## src/rtl/nbm_pkg.sv

```systemverilog
package nbm_pkg;
  localparam int BANK_W     = 8;
  localparam int PRG_SLOTS  = 3;
  localparam int CHR_SLOTS  = 8;
  localparam int PRG_WIN_W  = 13;
  localparam int CHR_WIN_W  = 10;

  typedef enum logic [1:0] {
    MIR_HORIZ = 2'd0,
    MIR_VERT  = 2'd1,
    MIR_ONE_A = 2'd2,
    MIR_ONE_B = 2'd3
  } mirror_e;

  typedef enum logic [1:0] {
    RAM_OFF = 2'd0,
    RAM_RO  = 2'd1,
    RAM_RW  = 2'd2
  } ram_mode_e;
endpackage

```

## src/rtl/nbm_write_decode.sv

```systemverilog
module nbm_write_decode
  import nbm_pkg::*;
(
  input  logic                 cpu_we,
  input  logic [15:0]          cpu_addr,
  input  logic [7:0]           cpu_wdata,
  output logic [PRG_SLOTS-1:0] prg_sel,
  output logic [CHR_SLOTS-1:0] chr_sel,
  output logic                 ram_ctl_wr,
  output logic                 mir_wr,
  output logic                 nib_hi,
  output logic [3:0]           nib
);
  logic [3:0] top_n;
  logic [1:0] low_b;
  logic [3:0] grp;
  logic       active;
  logic       unused_bits;

  assign top_n       = cpu_addr[15:12];
  assign low_b       = cpu_addr[1:0];
  assign grp         = top_n - 4'hA;
  assign active      = cpu_we & cpu_addr[15];
  assign nib_hi      = low_b[0];
  assign nib         = cpu_wdata[3:0];
  assign unused_bits = ^{cpu_addr[11:2], cpu_wdata[7:4]};

  always_comb begin
    prg_sel    = '0;
    chr_sel    = '0;
    ram_ctl_wr = 1'b0;
    mir_wr     = 1'b0;
    if (active) begin
      case (top_n)
        4'h8: prg_sel[{1'b0, low_b[1]}] = 1'b1;
        4'h9: begin
          if (!low_b[1])       prg_sel[2] = 1'b1;
          else if (!low_b[0])  ram_ctl_wr = 1'b1;
        end
        4'hA, 4'hB, 4'hC, 4'hD: chr_sel[{grp[1:0], low_b[1]}] = 1'b1;
        4'hF: mir_wr = (low_b == 2'b10);
        default: ;
      endcase
    end
  end
endmodule

```

## src/rtl/nbm_bank_regs.sv

```systemverilog
module nbm_bank_regs
  import nbm_pkg::*;
#(
  parameter int SLOTS = 8
) (
  input  logic                         clk,
  input  logic                         rst,
  input  logic [SLOTS-1:0]             sel,
  input  logic                         nib_hi,
  input  logic [3:0]                   nib,
  output logic [SLOTS-1:0][BANK_W-1:0] bank
);
  for (genvar i = 0; i < SLOTS; i++) begin : g_slot
    logic [BANK_W-1:0] r;
    always_ff @(posedge clk) begin
      if (rst)
        r <= '0;
      else if (sel[i]) begin
        if (nib_hi) r[7:4] <= nib;
        else        r[3:0] <= nib;
      end
    end
    assign bank[i] = r;
  end
endmodule

```

## src/rtl/nbm_translate.sv

```systemverilog
module nbm_translate
  import nbm_pkg::*;
#(
  parameter int PRG_BANKS = 12,
  parameter int CHR_BANKS = 40,
  localparam int PRG_BW = $clog2(PRG_BANKS),
  localparam int CHR_BW = $clog2(CHR_BANKS),
  localparam int PRG_AW = PRG_BW + PRG_WIN_W,
  localparam int CHR_AW = CHR_BW + CHR_WIN_W
) (
  input  logic                             clk,
  input  logic                             rst,
  input  logic [15:0]                      cpu_addr,
  input  logic                             cpu_we,
  input  logic [12:0]                      chr_addr_in,
  input  logic [PRG_SLOTS-1:0][BANK_W-1:0] prg_bank,
  input  logic [CHR_SLOTS-1:0][BANK_W-1:0] chr_bank,
  input  ram_mode_e                        ram_mode,
  output logic [PRG_AW-1:0]                prg_rom_addr,
  output logic [CHR_AW-1:0]                chr_rom_addr,
  output logic [12:0]                      prg_ram_addr,
  output logic                             prg_ram_rd_en,
  output logic                             prg_ram_wr_en
);
  localparam logic [BANK_W-1:0] PRG_N = BANK_W'(PRG_BANKS);
  localparam logic [BANK_W-1:0] CHR_N = BANK_W'(CHR_BANKS);
  localparam logic [PRG_BW-1:0] PRG_LAST = PRG_BW'(PRG_BANKS - 1);

  logic [3:0][PRG_BW-1:0]           prg_win;
  logic [CHR_SLOTS-1:0][CHR_BW-1:0] chr_win;
  logic                             ram_hit;

  for (genvar p = 0; p < PRG_SLOTS; p++) begin : g_prg
    logic [BANK_W-1:0] red;
    assign red        = prg_bank[p] % PRG_N;
    assign prg_win[p] = red[PRG_BW-1:0];
  end
  assign prg_win[3] = PRG_LAST;

  for (genvar c = 0; c < CHR_SLOTS; c++) begin : g_chr
    logic [BANK_W-1:0] red;
    assign red        = chr_bank[c] % CHR_N;
    assign chr_win[c] = red[CHR_BW-1:0];
  end

  assign ram_hit = (cpu_addr[15:13] == 3'b011);

  always_ff @(posedge clk) begin
    if (rst) begin
      prg_rom_addr  <= '0;
      chr_rom_addr  <= '0;
      prg_ram_addr  <= '0;
      prg_ram_rd_en <= 1'b0;
      prg_ram_wr_en <= 1'b0;
    end else begin
      prg_rom_addr  <= {prg_win[cpu_addr[14:13]], cpu_addr[12:0]};
      chr_rom_addr  <= {chr_win[chr_addr_in[12:10]], chr_addr_in[9:0]};
      prg_ram_addr  <= cpu_addr[12:0];
      prg_ram_rd_en <= ram_hit && (ram_mode != RAM_OFF);
      prg_ram_wr_en <= ram_hit && cpu_we && (ram_mode == RAM_RW);
    end
  end
endmodule

```

## src/rtl/nibble_bank_mapper.sv

```systemverilog
module nibble_bank_mapper
  import nbm_pkg::*;
#(
  parameter int PRG_BANKS = 12,
  parameter int CHR_BANKS = 40,
  parameter logic [1:0] MIRROR_RESET = 2'd1,
  localparam int PRG_AW = $clog2(PRG_BANKS) + 13,
  localparam int CHR_AW = $clog2(CHR_BANKS) + 10
) (
  input  logic              clk,
  input  logic              rst,
  input  logic [15:0]       cpu_addr,
  input  logic [7:0]        cpu_wdata,
  input  logic              cpu_we,
  input  logic [12:0]       chr_addr_in,
  output logic [PRG_AW-1:0] prg_rom_addr,
  output logic [CHR_AW-1:0] chr_rom_addr,
  output logic [12:0]       prg_ram_addr,
  output logic              prg_ram_rd_en,
  output logic              prg_ram_wr_en,
  output logic [1:0]        mirror_mode
);
  logic [PRG_SLOTS-1:0]             prg_sel;
  logic [CHR_SLOTS-1:0]             chr_sel;
  logic                             ram_ctl_wr, mir_wr, nib_hi;
  logic [3:0]                       nib;
  logic [PRG_SLOTS-1:0][BANK_W-1:0] prg_bank;
  logic [CHR_SLOTS-1:0][BANK_W-1:0] chr_bank;
  ram_mode_e                        ram_mode;

  nbm_write_decode u_dec (
    .cpu_we, .cpu_addr, .cpu_wdata,
    .prg_sel, .chr_sel, .ram_ctl_wr, .mir_wr, .nib_hi, .nib
  );

  nbm_bank_regs #(.SLOTS(PRG_SLOTS)) u_prg_regs (
    .clk, .rst, .sel(prg_sel), .nib_hi, .nib, .bank(prg_bank)
  );

  nbm_bank_regs #(.SLOTS(CHR_SLOTS)) u_chr_regs (
    .clk, .rst, .sel(chr_sel), .nib_hi, .nib, .bank(chr_bank)
  );

  always_ff @(posedge clk) begin
    if (rst) begin
      ram_mode    <= RAM_OFF;
      mirror_mode <= MIRROR_RESET;
    end else begin
      if (ram_ctl_wr)
        ram_mode <= !cpu_wdata[0] ? RAM_OFF : (cpu_wdata[1] ? RAM_RW : RAM_RO);
      if (mir_wr)
        mirror_mode <= cpu_wdata[1:0];
    end
  end

  nbm_translate #(.PRG_BANKS(PRG_BANKS), .CHR_BANKS(CHR_BANKS)) u_xlat (
    .clk, .rst, .cpu_addr, .cpu_we, .chr_addr_in,
    .prg_bank, .chr_bank, .ram_mode,
    .prg_rom_addr, .chr_rom_addr, .prg_ram_addr, .prg_ram_rd_en, .prg_ram_wr_en
  );
endmodule

```

## config.mk

```make
export PLATFORM = sky130hd
export DESIGN_NAME = nibble_bank_mapper
export DESIGN_NICKNAME = d
export VERILOG_FILES = /design/src/rtl/nbm_pkg.sv /design/src/rtl/nbm_write_decode.sv /design/src/rtl/nbm_bank_regs.sv /design/src/rtl/nbm_translate.sv /design/src/rtl/nibble_bank_mapper.sv
export SDC_FILE = /design/constraint.sdc
export NUM_CORES = 1
export LEC_CHECK = 0
export BUFFER_PORTS_ARGS = -buffer_cell sky130_fd_sc_hd__buf_2
export CAP_MARGIN = 0
export CELL_PAD_IN_SITES_DETAIL_PLACEMENT = 0
export CELL_PAD_IN_SITES_GLOBAL_PLACEMENT = 1
export CORE_ASPECT_RATIO = 1.1
export CORE_MARGIN = 2
export CORE_UTILIZATION = 44
export CTS_BUF_LIST = sky130_fd_sc_hd__clkbuf_8 sky130_fd_sc_hd__clkbuf_16
export CTS_CLUSTER_SIZE = 40
export DETAILED_ROUTE_END_ITERATION = 16
export PLACE_DENSITY = 0.81
export SLEW_MARGIN = 10
export SYNTH_ARGS = -nofsm -noshare
export SYNTH_HDL_FRONTEND = slang
export SYNTH_SLANG_ARGS = --single-unit
```

## constraint.sdc

```tcl
create_clock -name clk -period 2.5 [get_ports clk]
set_clock_uncertainty 0.15 [all_clocks]
set_input_delay 0.375 -clock clk [delete_from_list [all_inputs] [get_ports clk]]
set_output_delay 0.375 -clock clk [all_outputs]
set_load 0.05 [all_outputs]
```

### Word level (Yosys, flattened, before mapping)

Index checks and enable logic that the tools add are counted.

| cells by class | value |
|---|---|
| divide/modulo/power cells | 11 |
| order comparisons | 6 |
| reductions and logical operators | 29 |
| multiplexer cells | 22 |
| bitwise gates (word level) | 2 |
| equality and inequality tests | 10 |
| add/sub/neg operators | 1 |

Operator list:

| cell | count |
|---|---|
| $mod A8 B6 Y8 const B | 8 |
| $reduce_and A2 Y1 | 22 |
| $eq A4 B4 Y1 const B | 7 |
| $mod A8 B4 Y8 const B | 3 |
| $bmux W6 S3 | 1 |
| $mux W8 | 2 |
| $mux W1 | 10 |
| $bmux W4 S2 | 1 |
| $lt A3 B4 Y1 const B | 2 |
| $mux W2 | 3 |
| $mux W6 | 1 |
| $logic_and A1 B1 Y1 | 5 |
| $eq A2 B2 Y1 const B | 2 |
| $mux W4 | 1 |
| $reduce_or A4 Y1 | 1 |
| $demux W1 S3 | 1 |
| $eq A3 B2 Y1 const B | 1 |
| $ge A3 B1 Y1 const B | 1 |
| $lt A1 B3 Y1 const B | 1 |
| $lt A2 B3 Y1 const B | 1 |
| $mux W3 | 1 |
| $reduce_bool A2 Y1 | 1 |
| $sub A2 B2 Y2 const B | 1 |
| $and A1 B1 Y1 | 1 |
| 3 further kinds | 3 |

| storage, ports and cells | value |
|---|---|
| register bits after elaboration | 140 |
| bits of input ports | 40 |

### Depth between registers and ports, before layout

Gate-level depths: netlist (run 1).

| logic depth | value |
|---|---|
| word-level depth | 8 |
| mapped depth | 8 |

### Cells and area by module

From an unflattened synthesis (run 1), not the netlist that was laid out.

| unflattened totals | value |
|---|---|
| cell total of the unflattened synthesis | 823 |
| area total of the unflattened synthesis | 7538.5 um^2 |

Modules (own cells, without submodules):

| module | cells an instance | area each (um^2) | sequential area each (um^2) | instances |
|---|---|---|---|---|
| nbm_translate | 457 | 3539.6 | 700.7 | 1 |
| nbm_bank_regs at u_chr_regs | 236 | 2625.0 | 1281.2 | 1 |
| nbm_bank_regs at u_prg_regs | 87 | 1011.0 | 480.5 | 1 |
| nbm_write_decode | 29 | 219.0 | 0.0 | 1 |
| nibble_bank_mapper | 14 | 143.9 | 80.1 | 1 |

### Least setup slack after synthesis (run 1)

Ideal clock, no wire load.

| path | value |
|---|---|
| path type | in2reg |
| start point | in cpu_addr[1] |
| end point | reg u_prg_regs.g_slot[0].r[3] |
| buffers on the path | 1 |
| library setup time | 128 ps |
| slack | 593 ps |
| data arrival time | 1629 ps |
| stages | 6 |
| data required time | 2222 ps |
| cells stage by stage | nand3b_2 > or3_1 > buf_2 > nor3b_4 > mux2i_1 > nor2_1 |

| between the ends | value |
|---|---|
| longest elaborated chain between the ends | 7 |
| elaborated cells on any way between the ends | 8 |
| classes of those cells | order compare (2); mux (4); reduce/logical (2) |

Ends and longest elaborated chain:

| element | line | source |
|---|---|---|
| start, declared | nibble_bank_mapper.sv:12 | `input logic [15:0] cpu_addr,` |
| $lt A1 B3 Y1 (not written as such) or $ge A1 B1 Y1 (tied branches) | nbm_write_decode.sv:35 | `4'h8: prg_sel[{1'b0, low_b[1]}] = 1'b1;` |
| $logic_and A1 B1 Y1 (not written as such) | nbm_write_decode.sv:35 |  |
| $mux W1 (not written as such) | nbm_write_decode.sv:35 |  |
| $demux W1 S1 * | n/a |  |
| $mux W2 * | nbm_write_decode.sv:34 | `case (top_n)` |
| $mux W3 * | nbm_write_decode.sv:33 | `if (active) begin` |
| $reduce_and A2 Y1 (no source line) * | n/a |  |
| end signal, assigned | nbm_bank_regs.sv:20 | `else r[3:0] <= nib;` |
| end, declared | nbm_bank_regs.sv:14 | `logic [BANK_W-1:0] r;` |

Every way passes the cells marked *; elsewhere a longest branch is shown, timed or not.
A chain may end at the register's enable or synchronous reset.

### Final worst setup path (run 1)

| path | value |
|---|---|
| start point | reg u_prg_regs.g_slot[0].r[5] |
| end point | reg u_xlat.prg_rom_addr[15] |

| between the ends | value |
|---|---|
| longest elaborated chain between the ends | 3 |

Ends and longest elaborated chain:

| element | line | source |
|---|---|---|
| start signal, assigned | nbm_bank_regs.sv:19 | `if (nib_hi) r[7:4] <= nib;` |
| $mod A8 B4 Y8 | nbm_translate.sv:35 | `assign red = prg_bank[p] % PRG_N;` |
| $bmux W4 S2 | nbm_translate.sv:56 | `prg_rom_addr <= {prg_win[cpu_addr[14:13]], cpu_addr[12:0]};` |
| $mux W4 (not written as such) | nbm_translate.sv:56 |  |
| end signal, assigned | nbm_translate.sv:56 |  |
| end, declared | nbm_translate.sv:19 | `output logic [PRG_AW-1:0] prg_rom_addr,` |

Every way passes these cells. The select of a mux whose other input is x is not followed.

==> flow_summary.json, run 1 <==
{
  "outcome": "finished clean",
  "cpPeakStageDelay_ns": 0.68,
  "syn_avg_cell_area_um2": 8.60,
  "hold_class": "input port to flip-flop",
  "initialDrtViolationCount": 436,
  "synth_flop_cell": "dfxtp_1",
  "cpMaxStageDelayCell": "dfxtp_1",
  "setup_viol": 0,
  "fin_crit_sh_pct": 86.2,
  "yosysTopAreaCell": "dfxtp_1",
  "worstSetupPathType": "flip-flop to flip-flop",
  "cap_violations": 0,
  "routed_wl_um": 17300,
  "overflow": 0,
  "synth.distinct_cells": 72,
  "whs_ns": 0.0154,
  "htreeDepth": 4,
  "area_growth_syn_to_layout_pct": 15.0,
  "fp-row-count": 48,
  "postRouteAntennaNets": 0,
  "crit_family": "simple AND/OR/NAND/NOR gates",
  "dp_hpwl_um": 11600,
  "grt_pass1_wl_um": 27500,
  "design_area_mm2": 0.00797,
  "drc": 0,
  "maxSlewViolCount": 0,
  "vias_per_cell": 5.74,
  "tightestPinTransition_ns": 0.660,
  "post_cts_resized": 0,
  "use_met1_pct": 26.1,
  "post-cts-setup-buffers": 0,
  "grt.total_usage_pct": 20.9,
  "finalHoldViolations": 0,
  "cp_cell_sequence": "or3b_2 -> a21oi_1 -> a21oi_1 -> o221ai_1 -> o21ai_0 -> nor3_1",
  "ys_async_sr_fraction_pct": 0,
  "grt.busiest_layer": "met2",
  "synthTopCellsByArea": "dfxtp_1 (37%), mux2i_1 (14%), nor2_1 (6.3%), nor2b_1 (3.3%), clkbuf_1 (3.0%)",
  "fmax_ghz": 0.464,
  "die_w_um": 124,
  "slew_headroom_pct": 56.0,
  "peakVddDrop_uv": 567,
  "place_area_mm2": 0.00731,
  "drt_pre_antenna_iters": 5,
  "cp.buffers_inverters": 0,
  "netlist.area_leader.share_pct": 36.7,
  "die_y_um": 136,
  "cts_root_buffer": "clkbuf_16",
  "clk_pin_slew_ns": 0.06,
  "insertedDiodeCount": 0,
  "worstPathRequired_ns": 2.67,
  "p_total_mw": 5.15,
  "yosysWarningCount": 0,
  "cp.arrival_ns": 2.33,
  "rsz0062_at_grt": "no",
  "vias": 6037,
  "antenna_found_initial": 0,
  "grtUsageMet3_pct": 3.83,
  "ys_seq_area_share_pct": 36.7,
  "path_common_cell": "a21oi_1",
  "p_leak_nw": 3.33,
  "dieArea_mm2": 0.0168,
  "cts_hold_buf": 0,
  "wire_per_inst_um": 16.4,
  "place_congestion": 0.764,
  "synth_nets": 845,
  "crit_fanout": 19,
  "fin_nets": 878,
  "pwr_density_cell_mw_per_mm2": 647,
  "syn_inst": 805,
  "totalNegativeSetupSlack_ns": 0,
  "cts_made_buffers": 17,
  "fillCellCount": 1378,
  "synth-seq-cells": 127,
  "grt_max_degree": 49,
  "grt_pass1_vias": 5500,
  "cts_sinks": 127,
  "clk_latency_ns": 0.41,
  "ctsLongestPathBuffers": 2,
  "start_util_pct": 44.5,
  "drive_above_1_share_pct": 18.0,
  "fin_crit_ns": 2.15,
  "cts_tree": "built",
  "place_ws_ns": 0.249,
  "ios": 90,
  "core_area_mm2": 0.0156,
  "synth_edf_count": 0,
  "setup_slack_ns": 0.345,
  "cp-end-kind": "flip-flop",
  "portBuffers": 85,
  "grtUsageMet2_pct": 35.7,
  "synth_area_mm2": 0.00693,
  "critPathLaunchType": "flip-flop"
}
[cell usage in the layout (no fill, tap or decap), types with 6 or more instances in the layout]
cell       Yosys  routed
nor3_1        18      18
nand3b_1       8       8
dfxtp_1      127     127
nor2b_1       37      37
nand2_1       41      41
buf_4         13      12
inv_1         14      16
o21ai_0       25      25
nand3_1       15      15
mux2i_1       96      96
a21oi_1       35      35
a31oi_1        8       8
nand2b_1       9       9
xor2_1        12      12
a221oi_1       6       6
a21o_1         9       9
mux4_2         7       7
a211oi_1      20      20
nor2_1       116     116
or3_1         10      10
a311oi_1       8       8
and3b_1        8       8
xnor2_1        8       8
clkbuf_16      0      17
buf_2          7      84
[sequential cells by signal, summed over array words and instances (netlist names)]
name and cells:
u_chr_regs.g_slot.r 64, u_prg_regs.g_slot.r 24, u_xlat.prg_rom_addr 17, u_xlat.chr_rom_addr 16
mirror_mode 2, ram_mode 2, u_xlat.prg_ram_rd_en 1, u_xlat.prg_ram_wr_en 1
[power breakdown]
group          internal [mW]  switching (mW)
Sequential              2.06          0.0146
Combinational          0.102           0.297
Clock                   1.80           0.888
Total                   3.95            1.20
[metrics by stage]
stage,utilization (%),std cells
finish,51.2,1051
global route,51.2,1051
CTS,51.2,1051
detailed placement,47.0,1019
global placement,47.0,1019
floorplan,-,805
[logic make-up (layout without fill, tap and decap cells)]
group           after synthesis  in the layout  synth area share, %
compound gates              156            156                 15.7
simple gates                302            302                 22.7
flops                       127            127                 36.7
mux                         103            103                 16.1
buf+inv                      97            143                 6.21
xor+xnor                     20             20                 2.53
[worst reg2reg max path, delay by kind of cell, from the launching register on]
kind	cells	cell delay, ns
compound gates	4	0.54
flops	1	0.68
simple gates	2	0.70
[final cells by class]
type | count | area (µm²) | area share [%]
Sequential cell | 127 | 2540 | 31.9
Inverter | 15 | 56.3 | 0.707
Clock buffer | 22 | 494 | 6.20
Timing Repair Buffer | 96 | 510 | 6.41
Tap cell | 200 | 250 | 3.14
Multi-Input combinational cell | 581 | 3950 | 49.6
Clock inverter | 10 | 159 | 1.99
[routing by layer]
metal  wire, µm  up-vias  part of all wire [%]
met2       8430      201                    49
met5          0        -                     0
met4        210        0                   1.2
met3       1040       20                   6.0
li1           -     2935                     -
met1       7600     2881                    44
[cells in the mapped netlist, types with 3 or more instances]
library cell / instances
nor4_1: 4
a21oi_1: 35
clkbuf_1: 56
o221ai_1: 3
mux4_2: 7
a21o_1: 9
and3_1: 5
or3_1: 10
mux2i_1: 96
nor3_1: 18
buf_2: 7
xnor2_1: 8
dfxtp_1: 127
nor2b_1: 37
nand2b_1: 9
a221oi_1: 6
buf_1: 4
a311oi_1: 8
o2bb2ai_1: 5
nand3b_1: 8
nand4_1: 5
xor2_1: 12
buf_4: 13
nor3_2: 5
o21ai_0: 25
a31oi_1: 8
a211o_1: 3
a222oi_1: 4
o211ai_1: 4
nand2_1: 41
a211oi_1: 20
nor2_1: 116
nand3_1: 15
or4_1: 3
inv_1: 14
and3b_1: 8
[path summary, 6_finish.rpt]
kind,start,to,slack (ns),cells past startpoint
worst max-delay path,u_prg_regs.g_slot[0].r[5],u_xlat.prg_rom_addr[15],0.35,6
worst min-delay path,chr_addr_in[0],u_xlat.chr_rom_addr[0],0.02,2
worst max register to register,u_prg_regs.g_slot[0].r[5],u_xlat.prg_rom_addr[15],0.35,6
worst min register to register,mirror_mode[0],mirror_mode[0],0.32,2
Note: power is estimated with default switching activity, not from simulation.
==> run 2: changes to the inputs <==
--- a/config.mk
+++ b/config.mk
@@ -15,6 +15,7 @@
 export CTS_BUF_LIST = sky130_fd_sc_hd__clkbuf_8 sky130_fd_sc_hd__clkbuf_16
 export CTS_CLUSTER_SIZE = 40
 export DETAILED_ROUTE_END_ITERATION = 16
+export MAX_ROUTING_LAYER = met4
 export PLACE_DENSITY = 0.81
 export SLEW_MARGIN = 10
 export SYNTH_ARGS = -nofsm -noshare
==> constraint.sdc (replaced) <==
create_clock -name clk -period 2.5 [get_ports clk]
set_clock_uncertainty 0.15 [all_clocks]
set_input_delay 0.5 -clock clk [delete_from_list [all_inputs] [get_ports clk]]
set_output_delay 0.5 -clock clk [all_outputs]
set_load 0.05 [all_outputs]
==> flow_summary.json, run 2 (synthesized netlist as in run 1, its figures left out) <==
{
  "largestRegisters": "u_chr_regs.g_slot.r (64), u_prg_regs.g_slot.r (24), u_xlat.prg_rom_addr (17)",
  "slew_headroom_pct": 58.9,
  "outcome": "finished clean",
  "core_area_mm2": 0.0156,
  "overflow": 0,
  "dp_hpwl_um": 12000,
  "final_common_cell": "dfxtp_1",
  "r2r_setup_slack_ns": 0.36,
  "post_cts_resized": 0,
  "postLayoutCoreUtil_pct": 51.0,
  "fin_crit_sh_pct": 85.7,
  "setup_viol": 0,
  "clk_latency_ns": 0.43,
  "vias_per_cell": 5.65,
  "multi_input_area_mm2": 0.00395,
  "cts_hold_buf": 0,
  "pwr_density_cell_mw_per_mm2": 605,
  "ios": 90,
  "fmax_ghz": 0.467,
  "regToRegStartpoint": "u_prg_regs.g_slot[0].r[5]",
  "crit_fanout": 19,
  "drc": 0,
  "cts_sinks": 127,
  "largest-register": "u_chr_regs.g_slot.r",
  "fp-row-count": 48,
  "worstSetupPathType": "flip-flop to flip-flop",
  "htreeDepth": 4,
  "tightestPinTransition_ns": 0.617,
  "drive_above_1_share_pct": 18.9,
  "grt_max_degree": 52,
  "p_leak_nw": 3.31,
  "totalNegativeSetupSlack_ns": 0,
  "cp-end-kind": "flip-flop",
  "cts_root_buffer": "clkbuf_16",
  "cp.arrival_ns": 2.33,
  "post-cts-setup-buffers": 0,
  "fillCellCount": 1455,
  "drt_pre_antenna_iters": 7,
  "placed_cells": 1026,
  "postRouteAntennaNets": 0,
  "rsz0062_at_grt": "no",
  "regArea_mm2": 0.00254,
  "initialDrtViolationCount": 372,
  "most-common-layout-cells": "dfxtp_1 (127), nor2_1 (116), mux2i_1 (96)",
  "antenna_found_initial": 0,
  "holdPathEnd": "u_xlat.prg_rom_addr[6]",
  "cts_tree": "built",
  "place_ws_ns": 0.218,
  "peakVddDrop_uv": 445,
  "r2r_cells": 6,
  "wire_per_inst_um": 16.3,
  "setup_slack_ns": 0.358,
  "holdCritStartpoint": "cpu_addr[6]",
  "cts_made_buffers": 17,
  "ctsLongestPathBuffers": 2,
  "largest_register_ffs": 64,
  "hold_depth": 2,
  "routed_wl_um": 17200,
  "fin_nets": 885,
  "dieArea_mm2": 0.0168,
  "p_total_mw": 4.80,
  "die_w_um": 124,
  "reg2reg_to": "u_xlat.prg_rom_addr[15]",
  "vias": 5977,
  "critPathLaunchType": "flip-flop",
  "die_y_um": 136,
  "fin_crit_ns": 2.14,
  "area_growth_syn_to_layout_pct": 14.6,
  "maxSlewViolCount": 0,
  "grt_pass1_vias": 5560,
  "worstPathRequired_ns": 2.69,
  "layout.cells.non_filler": 1058,
  "finalHoldViolations": 0,
  "insertedDiodeCount": 0,
  "hold_class": "input port to flip-flop",
  "start_util_pct": 44.5,
  "portBuffers": 85,
  "cap_violations": 0,
  "grt_pass1_wl_um": 27300,
  "clk_pin_slew_ns": 0.06,
  "grt.total_usage_pct": 21.6,
  "place_congestion": 0.771
}
==> run 2: cell types whose count changed in the layout (fill, tap and decap cells not counted), sizes merged <==
cell      change
bufinv        -3
inv           -2
clkbuf        -3
clkinvlp      +3
buf           +7
clkinv        +5
==> run 2: layer usage <==
layer | global-route usage [%] | share of wire [%]
met1 | 25.4 | 44
met2 | 36.3 | 49
met3 | 4.50 | 5.5
met4 | 7.95 | 1.8
met5 | - | 0
==> run 2: layout make-up <==
class,count,share of cell area (%)
Inverter,15,0.710
Multi-Input combinational cell,581,49.8
Timing Repair Buffer,103,7.10
Clock buffer,19,5.71
Sequential cell,127,32.0
Clock inverter,13,1.47
Tap cell,200,3.15
==> run 2: critical path, cell delays in order (launching register included) <==
cell      delay [ns]
dfxtp_1         0.68
or3b_2          0.49
a21oi_1         0.15
a21oi_1         0.06
o221ai_1        0.23
o21ai_0         0.11
nor3_1          0.18
==> run 2: how the worst max path moves through the flow <==
| stage | startpoint | endpoint | slack [ns] | depth (start not counted) |
|---|---|---|---|---|
| after floorplan | cpu_addr[1] | u_prg_regs.g_slot[0].r[3] | 0.47 | 6 |
| after detailed placement | cpu_addr[1] | u_prg_regs.g_slot[0].r[4] | 0.22 | 6 |
| final | u_prg_regs.g_slot[0].r[5] | u_xlat.prg_rom_addr[15] | 0.36 | 6 |
| after global placement | cpu_addr[1] | u_chr_regs.g_slot[4].r[5] | 0.24 | 6 |
| after global routing | u_prg_regs.g_slot[0].r[5] | u_xlat.prg_rom_addr[15] | 0.17 | 6 |
| after CTS | u_prg_regs.g_slot[0].r[5] | u_xlat.prg_rom_addr[15] | 0.37 | 6 |
==> run 2: power by group <==
group	internal [mW]	leakage, nW	total, mW	switching, mW
Clock	1.41	0.263	2.33	0.915
Combinational	0.107	2.01	0.403	0.296
Sequential	2.05	1.03	2.07	0.0145
Total	3.57	3.31	4.80	1.23
==> run 2: metrics by stage <==
step           cell area, µm²  hold slack [ns]
3_3_place_gp             7370            0.301
2_1_floorplan            6930            0.290
5_1_grt                  7940            0.136
6_report                 7940            0.137
3_5_place_dp             7370            0.317
4_1_cts                  7940            0.124
==> run 3: changes to the inputs <==
--- a/config.mk
+++ b/config.mk
@@ -6,7 +6,6 @@
 export NUM_CORES = 1
 export LEC_CHECK = 0
 export BUFFER_PORTS_ARGS = -buffer_cell sky130_fd_sc_hd__buf_2
-export CAP_MARGIN = 0
 export CELL_PAD_IN_SITES_DETAIL_PLACEMENT = 0
 export CELL_PAD_IN_SITES_GLOBAL_PLACEMENT = 1
 export CORE_ASPECT_RATIO = 1.1
@@ -17,6 +16,7 @@
 export DETAILED_ROUTE_END_ITERATION = 16
 export MAX_ROUTING_LAYER = met4
 export PLACE_DENSITY = 0.81
+export REMOVE_ABC_BUFFERS = 1
 export SLEW_MARGIN = 10
 export SYNTH_ARGS = -nofsm -noshare
 export SYNTH_HDL_FRONTEND = slang
==> flow_summary.json, run 3 (synthesized netlist as in run 1, its figures left out) <==
{
  "worstPathRequired_ns": 2.63,
  "peakVddDrop_uv": 424,
  "cts_made_buffers": 17,
  "layout.cells.non_filler": 1058,
  "pwr_density_cell_mw_per_mm2": 607,
  "final_common_cell": "dfxtp_1",
  "cp_cell_sequence": "nor3_1 -> a21oi_1 -> o22ai_1 -> a222oi_1 -> mux4_2 -> o211ai_1",
  "crit_fanout": 12,
  "place_area_mm2": 0.00738,
  "antenna_found_initial": 0,
  "fp-row-count": 48,
  "combPwrFrac_pct": 8.4,
  "finalHoldViolations": 0,
  "rsz0062_at_grt": "no",
  "post_cts_resized": 0,
  "largest_register_ffs": 64,
  "pwr-share-clk_pct": 48.6,
  "largestRegisters": "u_chr_regs.g_slot.r (64), u_prg_regs.g_slot.r (24), u_xlat.prg_rom_addr (17)",
  "fillCellCount": 1439,
  "p_leak_nw": 3.33,
  "grt_pass1_wl_um": 27100,
  "vias": 5958,
  "drc": 0,
  "core_area_mm2": 0.0156,
  "vias_per_cell": 5.63,
  "setup_viol": 0,
  "cts_sinks": 127,
  "p_sw_mw": 1.22,
  "fmax_ghz": 0.475,
  "slew_headroom_pct": 56.3,
  "fin_crit_ns": 2.11,
  "most-common-layout-cells": "dfxtp_1 (127), nor2_1 (116), mux2i_1 (96)",
  "cpPeakStageDelay_ns": 0.54,
  "cts_root_buffer": "clkbuf_16",
  "routed_wl_um": 16900,
  "critPathLaunchType": "flip-flop",
  "portBuffers": 85,
  "post-cts-setup-buffers": 0,
  "crit_family": "compound AO/OA/AOI/OAI gates",
  "hold_depth": 2,
  "p_seq_share_pct": 42.9,
  "r2r_setup_slack_ns": 0.39,
  "cts_hold_buf": 0,
  "fin_crit_sh_pct": 84.2,
  "clk_pin_slew_ns": 0.06,
  "regArea_mm2": 0.00254,
  "placed_cells": 1026,
  "reg2reg_to": "u_xlat.chr_rom_addr[13]",
  "wire_per_inst_um": 16.0,
  "worstSetupPathType": "flip-flop to flip-flop",
  "r2r_cells": 6,
  "clk_latency_ns": 0.42,
  "die_w_um": 124,
  "fin_nets": 885,
  "maxSlewViolCount": 0,
  "area_growth_syn_to_layout_pct": 14.6,
  "totalNegativeSetupSlack_ns": 0,
  "cts_tree": "built",
  "drive_above_1_share_pct": 18.4,
  "outcome": "finished clean",
  "hold_class": "input port to flip-flop",
  "multi_input_area_mm2": 0.00395,
  "largest-register": "u_chr_regs.g_slot.r",
  "postRouteAntennaNets": 0,
  "cp-end-kind": "flip-flop",
  "place_congestion": 0.865,
  "swShare_pct": 25.2,
  "die_y_um": 136,
  "internal_power_mw": 3.60,
  "design_area_mm2": 0.00794,
  "initialDrtViolationCount": 473,
  "holdCritStartpoint": "chr_addr_in[4]",
  "ctsLongestPathBuffers": 2,
  "grt_pass1_vias": 5406,
  "holdPathEnd": "u_xlat.chr_rom_addr[4]",
  "cp.buffers_inverters": 0,
  "cpMaxStageDelayCell": "dfxtp_1",
  "dieArea_mm2": 0.0168,
  "ios": 90,
  "crit_cells": 6,
  "start_util_pct": 44.5,
  "insertedDiodeCount": 0,
  "grt_max_degree": 67,
  "cap_violations": 0,
  "htreeDepth": 4,
  "cp.arrival_ns": 2.24,
  "dp_hpwl_um": 11600,
  "drt_pre_antenna_iters": 6,
  "grt.total_usage_pct": 21.4,
  "tightestPinTransition_ns": 0.655,
  "overflow": 0,
  "regToRegStartpoint": "u_chr_regs.g_slot[6].r[6]"
}
==> run 3: final cells by class <==
class                      count  share of cell area, %
inverter                      15                  0.709
multi-input combinational    581                   49.8
tap                          200                   3.15
clock inverter                15                   1.67
sequential                   127                   32.0
timing repair buffer         103                   7.25
clock buffer                  17                   5.36
==> run 3: per-layer routing <==
layer | vias up | global-route usage [%] | part of all wire (%)
met2 | 171 | 34.6 | 49
met5 | - | - | 0
li1 | 2946 | - | -
met1 | 2823 | 26.9 | 45
met3 | 18 | 4.04 | 4.7
met4 | 0 | 6.88 | 1.5
==> run 3: worst register-to-register path: cells and delay by family (launching register included) <==
family | cells | cell delay (ns)
compound gates | 4 | 0.82
flops | 1 | 0.54
mux | 1 | 0.34
simple gates | 1 | 0.12
==> run 3: through the flow <==
step	power, mW	hold WS (ns)	util (%)	worst slack (ns)
floorplan	2.33	0.284	-	0.459
global placement	2.52	0.302	47.4	0.241
detailed placement	2.52	0.324	47.4	0.229
CTS	4.87	0.117	51.0	0.394
global route	4.99	0.133	51.0	0.248
finish	4.82	0.138	51.0	0.394
==> run 3: power groups by stage <==
stage | Sequential, mW | Combinational (mW) | Clock, mW
2_1_floorplan | 2.24 | 0.0891 | 0
3_3_place_gp | 2.11 | 0.404 | 0
3_5_place_dp | 2.11 | 0.407 | 0
4_1_cts | 2.07 | 0.407 | 2.39
5_1_grt | 2.07 | 0.430 | 2.49
6_report | 2.07 | 0.406 | 2.34
==> run 3: worst max-delay path by stage <==
| stage | end | start | slack [ns] |
|---|---|---|---|
| 4_1_cts | u_xlat.chr_rom_addr[13] | u_chr_regs.g_slot[4].r[6] | 0.39 |
| 5_1_grt | u_xlat.chr_rom_addr[13] | u_chr_regs.g_slot[6].r[6] | 0.25 |
| 3_3_place_gp | u_chr_regs.g_slot[6].r[5] | cpu_addr[1] | 0.24 |
| 2_1_floorplan | u_prg_regs.g_slot[0].r[2] | cpu_addr[1] | 0.46 |
| 3_5_place_dp | u_chr_regs.g_slot[4].r[5] | cpu_addr[1] | 0.23 |
| 6_report | u_xlat.chr_rom_addr[13] | u_chr_regs.g_slot[6].r[6] | 0.39 |
